**src/rtl/mae_pkg.sv**
```systemverilog
package mae_pkg;
  typedef enum logic [1:0] {
    OP_READ  = 2'b00,
    OP_WRITE = 2'b01,
    OP_REGRD = 2'b10,
    OP_RSVD  = 2'b11
  } op_e;

  typedef enum logic [2:0] {
    ST_IDLE,
    ST_RD_REQ,
    ST_RD_CAP,
    ST_RD_SHD,
    ST_HOLD,
    ST_WR_IN,
    ST_WR_RD,
    ST_WR_WR
  } st_e;
endpackage

```
**src/rtl/mae_addr_ctr.sv**
```systemverilog
module mae_addr_ctr #(
  parameter int AW = 12
) (
  input  logic          clk,
  input  logic          rst_n,
  input  logic          load,
  input  logic [AW-1:0] load_val,
  input  logic          inc,
  output logic [AW-1:0] q
);
  always_ff @(posedge clk) begin
    if (!rst_n)    q <= '0;
    else if (load) q <= load_val;
    else if (inc)  q <= q + 1'b1;
  end

  // consecutive bytes use consecutive addresses
  a_r2_step: assert property (@(posedge clk) disable iff (!rst_n)
    (inc && !load) |=> (q == $past(q) + 1'b1));

  // counter wraps at the top of the address space
  a_r7_wrap: assert property (@(posedge clk) disable iff (!rst_n)
    (inc && !load && (q == '1)) |=> (q == '0));
endmodule

```
**src/rtl/mae_shadow.sv**
```systemverilog
module mae_shadow #(
  parameter int AW = 12,
  parameter int DW = 8
) (
  input  logic          clk,
  input  logic          rst_n,
  input  logic          clear,
  input  logic          load,
  input  logic [AW-1:0] ld_addr,
  input  logic [DW-1:0] ld_data,
  input  logic [AW-1:0] look_addr,
  output logic          hit,
  output logic [DW-1:0] data
);
  logic          valid_q;
  logic [AW-1:0] addr_q;

  always_ff @(posedge clk) begin
    if (!rst_n) begin
      valid_q <= 1'b0;
      addr_q  <= '0;
      data    <= '0;
    end else if (clear) begin
      valid_q <= 1'b0;
    end else if (load) begin
      valid_q <= 1'b1;
      addr_q  <= ld_addr;
      data    <= ld_data;
    end
  end

  assign hit = valid_q && (addr_q == look_addr);

  // a capture leaves a valid copy tagged with the partner address
  a_r3_capture: assert property (@(posedge clk) disable iff (!rst_n)
    (load && !clear) |=> (valid_q && addr_q == $past(ld_addr)));

  // a discard leaves nothing to hit
  a_r4_discard: assert property (@(posedge clk) disable iff (!rst_n)
    clear |=> !hit);
endmodule

```
**src/rtl/mae_out_stage.sv**
```systemverilog
module mae_out_stage #(
  parameter int DW = 8
) (
  input  logic          clk,
  input  logic          rst_n,
  input  logic          flush,
  input  logic          data_ld,
  input  logic [DW-1:0] data_in,
  input  logic          show,
  input  logic          out_ready,
  output logic          out_valid,
  output logic [DW-1:0] out_data,
  output logic          fire
);
  assign fire = out_valid && out_ready;

  always_ff @(posedge clk) begin
    if (!rst_n) begin
      out_valid <= 1'b0;
      out_data  <= '0;
    end else if (flush) begin
      out_valid <= 1'b0;
    end else begin
      if (data_ld) out_data <= data_in;
      if (show)      out_valid <= 1'b1;
      else if (fire) out_valid <= 1'b0;
    end
  end

  // an offered byte stays put until it is taken
  a_r9_hold: assert property (@(posedge clk) disable iff (!rst_n)
    (out_valid && !out_ready && !flush) |=> (out_valid && $stable(out_data)));

  // nothing overwrites a byte still on offer
  a_r9_no_overwrite: assert property (@(posedge clk) disable iff (!rst_n)
    (out_valid && !fire && !flush) |-> !data_ld);
endmodule

```
**src/rtl/burst_mem_engine.sv**
```systemverilog
module burst_mem_engine #(
  parameter int AW     = 12,
  parameter int DW     = 8,
  parameter int REG_AW = 6
) (
  input  logic          clk,
  input  logic          rst_n,
  input  logic          cmd_start,
  input  logic [1:0]    cmd_op,
  input  logic [AW-1:0] cmd_addr,
  input  logic          cmd_end,
  input  logic          in_valid,
  output logic          in_ready,
  input  logic [DW-1:0] in_data,
  output logic          out_valid,
  input  logic          out_ready,
  output logic [DW-1:0] out_data,
  output logic          addr_err,
  output logic          mem_en,
  output logic          mem_we,
  output logic [AW-1:0] mem_addr,
  output logic [DW-1:0] mem_wdata,
  input  logic [DW-1:0] mem_rdata
);
  import mae_pkg::*;

  localparam int HI_W = AW - REG_AW;

  st_e           st_q, st_d;
  logic          wr_q;
  logic [DW-1:0] wdata_q;
  logic [AW-1:0] addr_q;
  logic [AW-1:0] partner;
  op_e           op;

  logic start_ok, start_bad, abort;
  logic fire;
  logic mem_en_c, mem_we_c, sel_partner;
  logic ost_ld, ost_show;
  logic [DW-1:0] ost_data;
  logic sh_load, sh_clr_c, sh_hit;
  logic [DW-1:0] sh_data;
  logic in_ready_c, wd_ld;

  assign op      = op_e'(cmd_op);
  assign partner = {addr_q[AW-1:1], 1'b1};

  // start qualification
  always_comb begin
    start_ok = 1'b0;
    if (cmd_start) begin
      unique case (op)
        OP_READ, OP_WRITE: start_ok = 1'b1;
        OP_REGRD:          start_ok = (cmd_addr[AW-1:REG_AW] == {HI_W{1'b0}});
        default:           start_ok = 1'b0;
      endcase
    end
  end
  assign start_bad = cmd_start && !start_ok;
  assign abort     = cmd_start || cmd_end;

  mae_addr_ctr #(.AW(AW)) u_ctr (
    .clk      (clk),
    .rst_n    (rst_n),
    .load     (start_ok),
    .load_val (cmd_addr),
    .inc      (fire && !abort),
    .q        (addr_q)
  );

  mae_shadow #(.AW(AW), .DW(DW)) u_shadow (
    .clk       (clk),
    .rst_n     (rst_n),
    .clear     (abort || sh_clr_c),
    .load      (sh_load),
    .ld_addr   (partner),
    .ld_data   (mem_rdata),
    .look_addr (addr_q),
    .hit       (sh_hit),
    .data      (sh_data)
  );

  mae_out_stage #(.DW(DW)) u_out (
    .clk       (clk),
    .rst_n     (rst_n),
    .flush     (abort),
    .data_ld   (ost_ld),
    .data_in   (ost_data),
    .show      (ost_show),
    .out_ready (out_ready),
    .out_valid (out_valid),
    .out_data  (out_data),
    .fire      (fire)
  );

  // sequencing
  always_comb begin
    st_d        = st_q;
    mem_en_c    = 1'b0;
    mem_we_c    = 1'b0;
    sel_partner = 1'b0;
    ost_ld      = 1'b0;
    ost_show    = 1'b0;
    ost_data    = mem_rdata;
    sh_load     = 1'b0;
    sh_clr_c    = 1'b0;
    in_ready_c  = 1'b0;
    wd_ld       = 1'b0;
    unique case (st_q)
      ST_IDLE: st_d = ST_IDLE;
      ST_RD_REQ: begin
        sh_clr_c = 1'b1;
        if (sh_hit) begin
          ost_ld   = 1'b1;
          ost_data = sh_data;
          ost_show = 1'b1;
          st_d     = ST_HOLD;
        end else begin
          mem_en_c = 1'b1;
          st_d     = ST_RD_CAP;
        end
      end
      ST_RD_CAP: begin
        ost_ld = 1'b1;
        if (!addr_q[0]) begin
          mem_en_c    = 1'b1;
          sel_partner = 1'b1;
          st_d        = ST_RD_SHD;
        end else begin
          ost_show = 1'b1;
          st_d     = ST_HOLD;
        end
      end
      ST_RD_SHD: begin
        sh_load  = 1'b1;
        ost_show = 1'b1;
        st_d     = ST_HOLD;
      end
      ST_HOLD: begin
        if (fire) st_d = wr_q ? ST_WR_IN : ST_RD_REQ;
      end
      ST_WR_IN: begin
        in_ready_c = 1'b1;
        if (in_valid) begin
          wd_ld = 1'b1;
          st_d  = ST_WR_RD;
        end
      end
      ST_WR_RD: begin
        mem_en_c = 1'b1;
        st_d     = ST_WR_WR;
      end
      ST_WR_WR: begin
        mem_en_c = 1'b1;
        mem_we_c = 1'b1;
        ost_ld   = 1'b1;
        ost_show = 1'b1;
        st_d     = ST_HOLD;
      end
      default: st_d = ST_IDLE;
    endcase
    if (start_ok)   st_d = (op == OP_WRITE) ? ST_WR_IN : ST_RD_REQ;
    else if (abort) st_d = ST_IDLE;
  end

  assign mem_en    = mem_en_c && !abort;
  assign mem_we    = mem_we_c && !abort;
  assign mem_addr  = sel_partner ? partner : addr_q;
  assign mem_wdata = wdata_q;
  assign in_ready  = in_ready_c && !abort;

  always_ff @(posedge clk) begin
    if (!rst_n) begin
      st_q     <= ST_IDLE;
      wr_q     <= 1'b0;
      wdata_q  <= '0;
      addr_err <= 1'b0;
    end else begin
      st_q     <= st_d;
      addr_err <= start_bad;
      if (start_ok) wr_q <= (op == OP_WRITE);
      if (wd_ld && !abort) wdata_q <= in_data;
    end
  end

  // each store is preceded one cycle earlier by a fetch of the same byte
  a_r6_fetch_first: assert property (@(posedge clk) disable iff (!rst_n)
    (mem_en && mem_we) |-> ($past(mem_en && !mem_we) && ($past(mem_addr) == mem_addr)));

  // stores happen only inside write bursts
  a_r11_write_mode: assert property (@(posedge clk) disable iff (!rst_n)
    mem_we |-> (mem_en && wr_q));

  // a rejected start leaves the engine silent
  a_r8_reject_quiet: assert property (@(posedge clk) disable iff (!rst_n)
    addr_err |-> (!out_valid && !mem_en && !in_ready));

  // the end strobe quiets both streams and the memory port
  a_r10_end_quiet: assert property (@(posedge clk) disable iff (!rst_n)
    (cmd_end && !cmd_start) |=> (!out_valid && !mem_en && !in_ready));

  // a byte is never requested while one is still on offer
  a_r9_in_vs_out: assert property (@(posedge clk) disable iff (!rst_n)
    in_ready |-> !out_valid);
endmodule

```
**config.mk**
```make
export PLATFORM = sky130hd
export DESIGN_NAME = burst_mem_engine
export DESIGN_NICKNAME = d
export VERILOG_FILES = /design/src/rtl/mae_pkg.sv /design/src/rtl/mae_addr_ctr.sv /design/src/rtl/mae_shadow.sv /design/src/rtl/mae_out_stage.sv /design/src/rtl/burst_mem_engine.sv
export SDC_FILE = /design/constraint.sdc
export NUM_CORES = 1
export LEC_CHECK = 0
export BUFFER_PORTS_ARGS = -buffer_cell sky130_fd_sc_hd__buf_2
export CORE_MARGIN = 10
export CORE_UTILIZATION = 30
export CTS_CLUSTER_SIZE = 8
export DETAILED_ROUTE_END_ITERATION = 6
export GPL_ROUTABILITY_DRIVEN = 0
export SLEW_MARGIN = 20
export SYNTH_ARGS = -nofsm -noshare
export SYNTH_HDL_FRONTEND = slang
export SYNTH_HIERARCHICAL = 1
export SYNTH_SLANG_ARGS = --single-unit
export TNS_END_PERCENT = 5
```
**constraint.sdc**
```tcl
create_clock -name clk -period 6.5 [get_ports clk]
set_input_delay 0 -clock clk [delete_from_list [all_inputs] [get_ports clk]]
set_output_delay 0 -clock clk [all_outputs]
set_load 0.01 [all_outputs]
```
==> reports/summary.txt <==
status: finished, final reports clean
Gate Count Post-Synth: 323
maximum VDD drop: 0.00007306 V
pwr dens: 185.0 nW/um^2
GR Overflow Total: 0
flops & latches, synth: 55
number of enable flip-flop cells after synthesis: 0
core footprint: 9109 sq um
Initial Util: 30.45%
commonest register cell after synthesis: dfxtp_1
met1 Resource Use GR: 14.06%
Synth cell types: 47
number of global-route vias before repair: 2497
top post-synthesis cells by area: dfxtp_1 (40%), nand2_1 (9.6%), mux2i_1 (6.9%)
Arr. time, crit path: 3.12 ns
largest net degree at the start of global routing: 51
Worst slew margin: 45.21%
Final Max Tran Viols: 0
CP max FO: 8
Tightest Hold Check Type: in2reg
fmax: 341.4 MHz
TritonRoute pass-1 iters: 5
period utilisation layout: 45.06%
initial antenna violation count: 0
CP required: 6.69 ns
Synth-to-Final Area Change: 26.70%
later-pin clock latency in the skew report: 0.31 ns
DRT iter0 DRCs: 172
endpoint type of the worst setup path: flop
maximum buffer depth of the clock tree: 2
synthesized area: 2774 sq um
number of fill cells: 938
static leakage: 1.329 nW
syn nets: 360
Port Buf Inserts: 68
Vias: 2516
H-tree levels: 2
Cell Count Post-Placement: 486
shortest period the worst path allows: 2.929 ns
number of max-cap violations: 0
post-CTS resize count: 0
Post-CTS Setup Bufs: 0
Mean Syn Cell Area: 8.588 sq um
Ant. Diodes: 0
CTS Root Cell: clkbuf_8
Final Power: 0.6502 mW
Num CTS Buffers: 5
Die ar.: 13490 sq um
crit-path cells: xnor2_1 -> nand4_1 -> nor4_1 -> nor3b_2 -> mux2_2 -> nand2_1 -> mux2i_1
gr busiest metal: met2
Worst Clk Skew: 0.008947 ns
drt drc: 0
met2 usage: 18.43%
CTS tree: built
FFs w/ async S/R, synth: 0%
via/cell ratio: 4.857
post-route ant nets: 0
Hold Violations, Final: 0
Post-Layout Cell Count: 518
family with the most delay on the worst path: simple AND/OR/NAND/NOR gates
Final Setup Violations: 0
Final Net Count: 444
clock-pin slew on the worst setup and hold paths: 0.10 ns
Crit Path Class: reg2reg
Rows: 35
post-synth top area cell: dfxtp_1
Max stage delay on crit path: 0.72 ns
Die W: 116.2 um
Buf/Inv on CP: 0
Avg WL per Cell: 14.71 um
Seq/Total Area, Yosys: 39.69%
top-level port count: 69
most instantiated cells after synthesis: nand2_1 (71), dfxtp_1 (55), nor2_1 (22)
die height: 116.2 um
Worst Max-Slew Pin Slew: 0.8219 ns
critical path startpoint category: flop
unrepaired setup endpoints after global routing: no
DRT Wirelength: 7618 um
most common cell in the synthesized netlist: nand2_1
met3 Track Usage GR: 3.287%
final core occ: 38.59%
CP max-delay cell: nor3b_2
Synth top area share: 39.69%
Setup TNS: 0 ns
dpl hpwl: 5465 um
Syn. warnings: 6
internal reg-to-reg setup slack: 3.57 ns
Num Clock Sinks: 55
GRT Overall Usage: 11.22%
layout cells sized above 1: 23.10%
first-pass GRT wire length: 12350 um
Hold-fix buffers, CTS: 25
-- worst register-to-register path: stages (launching register included) --
cell	delay [ns]
dfxtp_1	0.51
xnor2_1	0.18
nand4_1	0.14
nor4_1	0.71
nor3b_2	0.72
mux2_2	0.42
nand2_1	0.06
mux2i_1	0.08
-- worst paths after layout --
| kind | from | to | cells after the start |
|---|---|---|---|
| max | u_ctr/q[4] | u_out/out_data[5] | 7 |
| min | cmd_addr[10] | u_ctr/q[10] | 3 |
| max reg2reg | u_ctr/q[4] | u_out/out_data[5] | 7 |
| min reg2reg | u_shadow/data[1] | u_shadow/data[1] | 2 |
-- final cells by class --
cell class                      instances  area (sq um)  share of cell area, %
Multi-Input combinational cell        243          1540                  43.82
Sequential cell                        55          1101                  31.33
Timing Repair Buffer                   94         598.1                  17.02
Tap cell                              111         138.9                  3.952
Clock buffer                            5         68.82                  1.958
Clock inverter                          2         37.54                  1.068
Inverter                                8         30.03                 0.8544
-- registers in the layout, summed over array words and instances, names as in the netlist --
| signal | flops |
|---|---|
| u_ctr/q | 12 |
| u_shadow/addr_q | 12 |
| mem_wdata | 8 |
| u_out/out_data | 8 |
| u_shadow/data | 8 |
| st_q | 3 |
| addr_err | 1 |
| u_out/out_valid | 1 |
| u_shadow/valid_q | 1 |
| wr_q | 1 |
-- power by group --
| part | internal (mW) | switching (mW) |
|---|---|---|
| sequential | 0.343 | 0.0130 |
| clock | 0.113 | 0.111 |
| combinational | 0.0382 | 0.0328 |
-- cell usage in the layout, fill, tap and decap left out, types with 2 or more instances in the layout --
master / n
nand2b_1: 3
o21ai_0: 11
nor2b_1: 2
a21boi_1: 20
a22oi_1: 2
o22ai_1: 4
mux2i_1: 19
dfxtp_1: 55
nor2_1: 22
nand2_1: 71
nor3_2: 5
xnor2_1: 19
inv_1: 8
xor2_1: 4
nor3_1: 2
nand3_1: 4
buf_2: 68
a21oi_1: 12
mux2_2: 8
dlygate4sd3_1: 25
and2_1: 3
nand4_1: 5
clkbuf_8: 5
nor4_1: 2
nor3b_1: 4
-- stage by stage --
step	hold WS [ns]	setup WS, ns	instance area, sq um
after floorplan	0.1138	4.054	2774
after global placement	0.2354	3.656	3158
after detailed placement	0.2489	3.553	3158
after CTS	0.004055	3.554	3515
after global routing	0.05263	3.252	3515
final	0.02121	3.571	3515
-- cell families after synthesis --
logic type	share of synthesized area (%)
buffers and inverters	4.781
XOR/XNOR	7.262
AND/OR/NAND/NOR	23.23
AO/OA/AOI/OAI	14.34
multiplexers	10.10
flip-flops	39.69
adder cells (fa/ha/maj)	0.4510
other	0.1352
-- layer usage --
| layer | share of wire (%) | vias up |
|---|---|---|
| met3 | 6.6 | 6 |
| met5 | 0 | - |
| li1 | - | 1264 |
| met4 | 0.97 | 0 |
| met1 | 44 | 1183 |
| met2 | 48 | 63 |
Power figures use the tool's default switching activity.
